==> src/rtl/adc_autoseq_pkg.sv <==
package adc_autoseq_pkg;

  // Width of a table state index; the table holds 2**SEQ_STATE_W states.
  localparam int SEQ_STATE_W = 4;
  localparam int SEQ_STATES  = 1 << SEQ_STATE_W;

  typedef enum logic [1:0] {
    PH_IDLE  = 2'd0,
    PH_ISSUE = 2'd1,
    PH_WAIT  = 2'd2
  } phase_t;

  // Strobes from the control to the datapath.
  typedef struct packed {
    logic                   wrEn;     // store the returned result(s)
    logic                   wrPair;   // also store the B result at slot+1
    logic [SEQ_STATE_W-1:0] wrSlot;   // destination register
    logic [SEQ_STATE_W-1:0] selState; // table entry to present
  } dpStrobe_t;

endpackage

==> src/rtl/adc_autoseq_ctrl.sv <==
module adc_autoseq_ctrl
  import adc_autoseq_pkg::*;
(
  input  logic                   clk,
  input  logic                   rstN,
  input  logic                   cascadeMode,
  input  logic                   simulMode,
  input  logic                   contRun,
  input  logic                   wrapOverride,
  input  logic [SEQ_STATE_W-1:0] maxConvA,
  input  logic [SEQ_STATE_W-2:0] maxConvB,
  input  logic                   trigA,
  input  logic                   trigB,
  input  logic                   rstSeqA,
  input  logic                   rstSeqB,
  input  logic                   intEnA,
  input  logic                   intModeA,
  input  logic                   intEnB,
  input  logic                   intModeB,
  input  logic                   convDone,
  output logic                   convStart,
  output logic                   convPair,
  output logic                   busyA,
  output logic                   busyB,
  output logic                   irqA,
  output logic                   irqB,
  output dpStrobe_t              strobe
);

  localparam int SW = SEQ_STATE_W;
  localparam logic [SW-1:0] HALF_BASE = SW'(1 << (SW - 1));
  localparam logic [SW-1:0] ALL_ONES  = {SW{1'b1}};

  phase_t        phase;
  logic          owner;
  logic [SW-1:0] cnt;
  logic [SW-1:0] ptr    [2];
  logic [1:0]    parity;
  logic [1:0]    irqReg;

  logic [SW-1:0] baseOf [2];
  logic [SW-1:0] lastOf [2];
  logic [SW-1:0] limOf  [2];
  logic [1:0]    rstHit;
  logic [1:0]    intEn;
  logic [1:0]    intMode;

  logic [SW-1:0] curPtr;
  logic [SW-1:0] offset;
  logic [SW-1:0] offTwice;
  logic [SW-1:0] pairMask;
  logic [SW-1:0] pairSlot;
  logic [SW-1:0] nextPtr;
  logic          isLast;
  logic          cntHit;
  logic          sessEnd;
  logic          doneOk;

  // Range limits and counts for each sequencer in the current mode.
  always_comb begin
    baseOf[0] = '0;
    baseOf[1] = HALF_BASE;
    lastOf[0] = cascadeMode ? ALL_ONES : HALF_BASE - 1'b1;
    lastOf[1] = ALL_ONES;
    limOf[0]  = cascadeMode ? maxConvA : {1'b0, maxConvA[SW-2:0]};
    limOf[1]  = {1'b0, maxConvB};
    rstHit    = {rstSeqB & ~cascadeMode, rstSeqA};
    intEn     = {intEnB, intEnA};
    intMode   = {intModeB, intModeA};
  end

  // Pointer step and result slot of the owning sequencer.
  always_comb begin
    curPtr   = ptr[owner];
    offset   = curPtr - baseOf[owner];
    offTwice = {offset[SW-2:0], 1'b0};
    pairMask = cascadeMode ? ALL_ONES : HALF_BASE - 1'b1;
    pairSlot = (offTwice & pairMask) | baseOf[owner];
    isLast   = (curPtr == lastOf[owner]);
    cntHit   = (cnt == limOf[owner]);
    sessEnd  = isLast | cntHit;
    if (isLast)
      nextPtr = baseOf[owner];
    else if (contRun && !wrapOverride && cntHit)
      nextPtr = baseOf[owner];
    else
      nextPtr = curPtr + 1'b1;
    doneOk   = (phase == PH_WAIT) && convDone && !rstHit[owner];
  end

  always_ff @(posedge clk or negedge rstN) begin
    if (!rstN) begin
      phase  <= PH_IDLE;
      owner  <= 1'b0;
      cnt    <= '0;
      ptr[0] <= '0;
      ptr[1] <= HALF_BASE;
      parity <= '0;
      irqReg <= '0;
    end else begin
      irqReg <= '0;
      unique case (phase)
        PH_IDLE: begin
          if (trigA && !rstHit[0]) begin
            owner <= 1'b0;
            cnt   <= '0;
            phase <= PH_ISSUE;
          end else if (trigB && !cascadeMode && !rstHit[1]) begin
            owner <= 1'b1;
            cnt   <= '0;
            phase <= PH_ISSUE;
          end
        end
        PH_ISSUE: phase <= PH_WAIT;
        PH_WAIT: begin
          if (doneOk) begin
            ptr[owner] <= nextPtr;
            if (sessEnd) begin
              parity[owner] <= ~parity[owner];
              irqReg[owner] <= intEn[owner] & (~intMode[owner] | parity[owner]);
              cnt           <= '0;
              phase         <= contRun ? PH_ISSUE : PH_IDLE;
            end else begin
              cnt   <= cnt + 1'b1;
              phase <= PH_ISSUE;
            end
          end
        end
        default: phase <= PH_IDLE;
      endcase
      // Reset commands override whatever the sequencer was doing.
      for (int s = 0; s < 2; s++) begin
        if (rstHit[s]) begin
          ptr[s]    <= baseOf[s];
          parity[s] <= 1'b0;
          if (phase != PH_IDLE && owner == s[0])
            phase <= PH_IDLE;
        end
      end
    end
  end

  assign convStart = (phase == PH_ISSUE);
  assign convPair  = convStart & simulMode;
  assign busyA     = (phase != PH_IDLE) & ~owner;
  assign busyB     = (phase != PH_IDLE) & owner;
  assign irqA      = irqReg[0];
  assign irqB      = irqReg[1];

  always_comb begin
    strobe.wrEn     = doneOk;
    strobe.wrPair   = simulMode;
    strobe.wrSlot   = simulMode ? pairSlot : curPtr;
    strobe.selState = curPtr;
  end

endmodule

==> src/rtl/adc_autoseq_dp.sv <==
module adc_autoseq_dp
  import adc_autoseq_pkg::*;
#(
  parameter int CH_W   = 4,
  parameter int DATA_W = 12,
  parameter int RES_W  = 16
) (
  input  logic                         clk,
  input  logic                         rstN,
  input  dpStrobe_t                    strobe,
  input  logic [SEQ_STATES*CH_W-1:0]   chanTable,
  input  logic [DATA_W-1:0]            convData,
  input  logic [DATA_W-1:0]            convDataB,
  output logic [CH_W-1:0]              convChan,
  output logic [SEQ_STATES*RES_W-1:0]  resultsFlat
);

  localparam int PAD_W = RES_W - DATA_W;

  logic [CH_W-1:0]        selEntry;
  logic [SEQ_STATE_W-1:0] slotNext;
  logic [RES_W-1:0]       wordA;
  logic [RES_W-1:0]       wordB;

  always_comb begin
    selEntry = chanTable[strobe.selState*CH_W +: CH_W];
    convChan = strobe.wrPair ? {1'b0, selEntry[CH_W-2:0]} : selEntry;
    slotNext = strobe.wrSlot + 1'b1;
    wordA    = {convData,  {PAD_W{1'b0}}};
    wordB    = {convDataB, {PAD_W{1'b0}}};
  end

  for (genvar k = 0; k < SEQ_STATES; k++) begin : g_res
    logic [RES_W-1:0] resReg;
    always_ff @(posedge clk or negedge rstN) begin
      if (!rstN)
        resReg <= '0;
      else if (strobe.wrEn && strobe.wrSlot == SEQ_STATE_W'(k))
        resReg <= wordA;
      else if (strobe.wrEn && strobe.wrPair && slotNext == SEQ_STATE_W'(k))
        resReg <= wordB;
    end
    assign resultsFlat[k*RES_W +: RES_W] = resReg;
  end

endmodule

==> src/rtl/adc_autoseq.sv <==
module adc_autoseq
  import adc_autoseq_pkg::*;
#(
  parameter int CH_W   = 4,
  parameter int DATA_W = 12,
  parameter int RES_W  = 16
) (
  input  logic                        clk,
  input  logic                        rstN,
  input  logic                        cascadeMode,
  input  logic                        simulMode,
  input  logic                        contRun,
  input  logic                        wrapOverride,
  input  logic [SEQ_STATE_W-1:0]      maxConvA,
  input  logic [SEQ_STATE_W-2:0]      maxConvB,
  input  logic [SEQ_STATES*CH_W-1:0]  chanTable,
  input  logic                        trigA,
  input  logic                        trigB,
  input  logic                        rstSeqA,
  input  logic                        rstSeqB,
  input  logic                        intEnA,
  input  logic                        intModeA,
  input  logic                        intEnB,
  input  logic                        intModeB,
  output logic                        convStart,
  output logic [CH_W-1:0]             convChan,
  output logic                        convPair,
  input  logic                        convDone,
  input  logic [DATA_W-1:0]           convData,
  input  logic [DATA_W-1:0]           convDataB,
  output logic                        busyA,
  output logic                        busyB,
  output logic                        irqA,
  output logic                        irqB,
  output logic [SEQ_STATES*RES_W-1:0] resultsFlat
);

  dpStrobe_t strobe;

  adc_autoseq_ctrl i_ctrl (
    .clk(clk), .rstN(rstN),
    .cascadeMode(cascadeMode), .simulMode(simulMode),
    .contRun(contRun), .wrapOverride(wrapOverride),
    .maxConvA(maxConvA), .maxConvB(maxConvB),
    .trigA(trigA), .trigB(trigB),
    .rstSeqA(rstSeqA), .rstSeqB(rstSeqB),
    .intEnA(intEnA), .intModeA(intModeA),
    .intEnB(intEnB), .intModeB(intModeB),
    .convDone(convDone),
    .convStart(convStart), .convPair(convPair),
    .busyA(busyA), .busyB(busyB),
    .irqA(irqA), .irqB(irqB),
    .strobe(strobe)
  );

  adc_autoseq_dp #(.CH_W(CH_W), .DATA_W(DATA_W), .RES_W(RES_W)) i_dp (
    .clk(clk), .rstN(rstN),
    .strobe(strobe), .chanTable(chanTable),
    .convData(convData), .convDataB(convDataB),
    .convChan(convChan), .resultsFlat(resultsFlat)
  );

endmodule

==> config.mk <==
export PLATFORM = sky130hd
export DESIGN_NAME = adc_autoseq
export DESIGN_NICKNAME = d
export VERILOG_FILES = /design/src/rtl/adc_autoseq_pkg.sv /design/src/rtl/adc_autoseq_ctrl.sv /design/src/rtl/adc_autoseq_dp.sv /design/src/rtl/adc_autoseq.sv
export SDC_FILE = /design/constraint.sdc
export NUM_CORES = 1
export LEC_CHECK = 0
export BUFFER_PORTS_ARGS = -buffer_cell sky130_fd_sc_hd__buf_2
export CORE_MARGIN = 8
export CORE_UTILIZATION = 40
export DETAILED_ROUTE_END_ITERATION = 10
export PLACE_DENSITY_LB_ADDON = 0.05
export SYNTH_ARGS = -nofsm -noshare
export SYNTH_HDL_FRONTEND = slang
export SYNTH_SLANG_ARGS = --single-unit
==> constraint.sdc <==
create_clock -name clk -period 5.65 [get_ports clk]
set_input_delay 0.8475 -clock clk [delete_from_list [all_inputs] [get_ports clk]]
set_output_delay 0.8475 -clock clk [all_outputs]
set_load 0.1 [all_outputs]
==> out/metrics.json <==
{
  "result_of_the_run": {"value": "complete, no violations"},
  "max_cap_viol_count": {"value": 0},
  "ys_async_sr_fraction": {"value": 100, "unit": "%"},
  "tritoncts": {"value": "yes"},
  "i_o_pin_count": {"value": 376},
  "drt_iter0_markers": {"value": 522},
  "post_synth.cell_area_avg": {"value": 10.2, "unit": "um^2"},
  "max_slew_headroom": {"value": 18.3, "unit": "%"},
  "globalRoute.totalOverflow": {"value": 0},
  "die_x": {"value": 179, "unit": "um"},
  "clock_sinks": {"value": 211},
  "dp_hpwl": {"value": 25.2, "unit": "mm"},
  "clk_pin_slew_worst_paths": {"value": 0.06, "unit": "ns"},
  "post-place-cells": {"value": 1625},
  "clock_tree.buffer_depth": {"value": 3},
  "finalSetupViolations": {"value": 0},
  "yosys_most_used_dff": {"value": "sky130_fd_sc_hd__dfrtp_1"},
  "post_synth_num_cell_types": {"value": 60},
  "grt_setup_unrepaired": {"value": "no"},
  "yosys.area.top_type": {"value": "sky130_fd_sc_hd__dfrtp_1"},
  "cts.root.buffer_cell": {"value": "sky130_fd_sc_hd__clkbuf_16"},
  "irDropWorstVdd": {"value": 0.000396, "unit": "V"},
  "drt_drc_violations_left": {"value": 0},
  "finClkSkew": {"value": 0.0236, "unit": "ns"},
  "num_antenna_cells": {"value": 0},
  "gpl.final_weighted_congestion": {"value": 0.863},
  "critPathRequiredTime": {"value": 4.80, "unit": "ns"},
  "period_share": {"value": 78.8, "unit": "%"},
  "p_per_area": {"value": 457, "unit": "mW/mm^2"},
  "synthMostInstantiatedCell": {"value": "sky130_fd_sc_hd__dfrtp_1"},
  "die_area": {"value": 0.0322, "unit": "mm^2"},
  "place.port_buffers": {"value": 311},
  "finish.cell_count_without_fillers": {"value": 1669},
  "post_cts_resized": {"value": 0},
  "edff_count_synth": {"value": 0},
  "hold-worst-slack": {"value": 0.398, "unit": "ns"},
  "synthToLayoutAreaGrowth": {"value": 20.9, "unit": "%"},
  "achievable-frequency": {"value": 225, "unit": "MHz"},
  "final_wl": {"value": 34.8, "unit": "mm"},
  "post_layout_min_period": {"value": 4.45, "unit": "ns"},
  "antenna_found_initial": {"value": 4},
  "power.combinational.fraction": {"value": 42.6, "unit": "%"},
  "setup_tns": {"value": 0, "unit": "ns"},
  "synthCells": {"value": 1051},
  "proportion_of_layout_cells_with_a_drive_suffix_above_1": {"value": 35.5, "unit": "%"},
  "pwr-share-seq": {"value": 31.0, "unit": "%"},
  "grt_start_max_net_pins": {"value": 111},
  "cts_hold_buf": {"value": 0},
  "grt_usage": {"value": 21.0, "unit": "%"},
  "hold_viol": {"value": 0},
  "max_slew_violation_count": {"value": 0},
  "power.share.switching": {"value": 48.9, "unit": "%"},
  "worst_setup_path_end_kind": {"value": "output port"},
  "power.net_switching": {"value": 2.89, "unit": "mW"},
  "worst_setup_path_startpoint": {"value": "i_ctrl.owner"},
  "crit_fanout": {"value": 17},
  "worst_hold_path_type": {"value": "primary input to async pin"},
  "ys_ff_latch": {"value": 211},
  "start_util": {"value": 40.2, "unit": "%"},
  "cts_post_setup_buffers_inserted": {"value": 0},
  "synth_common_cells": {"value": "sky130_fd_sc_hd__dfrtp_1 (210), sky130_fd_sc_hd__nor2_1 (124), sky130_fd_sc_hd__a21oi_1 (100)"},
  "chipHeight": {"value": 179, "unit": "um"},
  "grt_pass1_wl": {"value": 54.3, "unit": "mm"},
  "layout.cell_area.non_filler": {"value": 0.0129, "unit": "mm^2"},
  "worstSetupStartpointType": {"value": "register"},
  "drtAntennaViolNets": {"value": 0},
  "worstReg2RegStart": {"value": "i_ctrl.owner"},
  "rows": {"value": 60},
  "via_per_inst": {"value": 5.13},
  "ctsHtreeMaxLevel": {"value": 1},
  "core_area": {"value": 0.0266, "unit": "mm^2"},
  "power_leakage": {"value": 6.91, "unit": "nW"},
  "post-layout-total-power": {"value": 5.90, "unit": "mW"},
  "worstPathArrival": {"value": 3.60, "unit": "ns"},
  "cts_bufs_inserted": {"value": 25},
  "wl_per_cell": {"value": 20.9, "unit": "um"},
  "synthesis.area": {"value": 0.0107, "unit": "mm^2"},
  "synth_sequential_area_ratio": {"value": 49.4, "unit": "%"},
  "synth_top_cell_area_share": {"value": 49.2, "unit": "%"},
  "dr_total_vias": {"value": 8570},
  "first_pass_iters": {"value": 5},
  "internal_pwr_total": {"value": 3.01, "unit": "mW"},
  "timing.setup.critical_path_class": {"value": "register to output port"},
  "placed_instance_area": {"value": 0.0121, "unit": "mm^2"},
  "yosysWarnings": {"value": 0},
  "clock_latency": {"value": 0.54, "unit": "ns"},
  "timing_worst_slew_pin_value": {"value": 1.22, "unit": "ns"},
  "power.clock.fraction": {"value": 26.4, "unit": "%"},
  "vias_in_the_first_global_route": {"value": 8747},
  "nets": {"value": 1423},
  "post_synth_main_area_contributors": {"value": "sky130_fd_sc_hd__dfrtp_1 (49%), sky130_fd_sc_hd__mux2_2 (10%), sky130_fd_sc_hd__mux2i_1 (7.1%)"}
}
-- placed cells by master (no fill, tap or decap), drive strengths merged, types with 13 or more instances in the layout --
| cell type | netlist | routed |
|---|---|---|
| nor2 | 125 | 125 |
| nand2 | 94 | 94 |
| mux2 | 96 | 96 |
| nand3 | 14 | 14 |
| o21ai | 15 | 15 |
| clkbuf | 54 | 33 |
| nor3 | 19 | 19 |
| conb | 1 | 64 |
| a21oi | 100 | 100 |
| inv | 12 | 13 |
| dfrtp | 210 | 210 |
| mux2i | 77 | 77 |
| a31oi | 25 | 25 |
| buf | 93 | 316 |
| o22ai | 17 | 17 |
-- state kept, by name, summed over array words and instances (netlist names) --
register / cells
i_ctrl.cnt: 4
i_ctrl.irqReg: 2
i_ctrl.owner: 1
i_ctrl.parity: 2
i_ctrl.phase: 2
i_ctrl.ptr: 8
i_dp.g_res.resReg: 192
-- worst paths after layout --
kind | end | slack [ns] | cells after the start
worst max-delay path | convChan[0] | 1.20 | 8
worst min-delay path | i_dp.g_res[1].resReg[13] | 0.40 | 1
worst max register to register | i_dp.g_res[1].resReg[11] | 1.78 | 7
worst min register to register | i_dp.g_res[0].resReg[11] | 0.50 | 1
max in group asynchronous | i_ctrl.ptr[2] | 3.90 | 2
min in group clk | i_dp.g_res[0].resReg[11] | 0.50 | 1
-- critical path: stages, from the launching register on --
cell                      delay, ns
sky130_fd_sc_hd__dfrtp_1       0.75
sky130_fd_sc_hd__buf_4         0.35
sky130_fd_sc_hd__nor2b_1       0.14
sky130_fd_sc_hd__a21oi_1       0.74
sky130_fd_sc_hd__o22ai_1       0.18
sky130_fd_sc_hd__nor3_1        0.22
sky130_fd_sc_hd__nor3_1        0.07
sky130_fd_sc_hd__a21oi_1       0.14
sky130_fd_sc_hd__buf_2         0.45
-- metal layers --
metal	routed length, um	GRT usage [%]	vias to the layer above
li1	-	-	4065
met1	15600	27.0	4199
met2	16700	35.7	264
met3	2110	5.00	34
met4	447	3.93	8
met5	42	0	-
-- final cells by class --
cell class / count / area (um^2)
clock buffers: 32 / 682
flip-flops and latches: 211 / 5280
multi-input cells: 744 / 4770
clock inverters: 12 / 100
fillers: 2643 / 13700
inverters: 12 / 45.0
repair buffers: 317 / 1610
well taps: 341 / 427
-- power by group through the flow --
| stage | Combinational (mW) | Sequential (mW) | Clock (mW) |
|---|---|---|---|
| 2_1_floorplan | 1.02 | 2.93 | 0 |
| 3_3_place_gp | 2.52 | 1.85 | 0 |
| 3_5_place_dp | 2.53 | 1.85 | 0 |
| 4_1_cts | 2.53 | 1.83 | 1.59 |
| 5_1_grt | 2.62 | 1.85 | 1.65 |
| 6_report | 2.52 | 1.83 | 1.56 |
-- metrics by stage --
stage	util (%)	setup WS, ns
after floorplan	-	1.55
after global placement	45.6	1.85
after detailed placement	45.6	1.78
after CTS	48.6	1.18
after global routing	48.6	0.909
final	48.6	1.20
-- cell families (layout without fill, tap and decap cells) --
| family | count (synthesis) | in the layout | synth area share (%) |
|---|---|---|---|
| adders and majority gates | 2 | 2 | 0.234 |
| AOI/OAI and AO/OA | 195 | 195 | 10.9 |
| xor gates and xnor gates | 7 | 7 | 0.574 |
| muxes | 175 | 175 | 17.9 |
| buffers and inverters | 159 | 373 | 8.34 |
| and+or+nand+nor | 301 | 301 | 12.6 |
| other | 1 | 64 | 0.0351 |
| DFF | 211 | 211 | 49.4 |
Power figures use the tool's default switching activity.
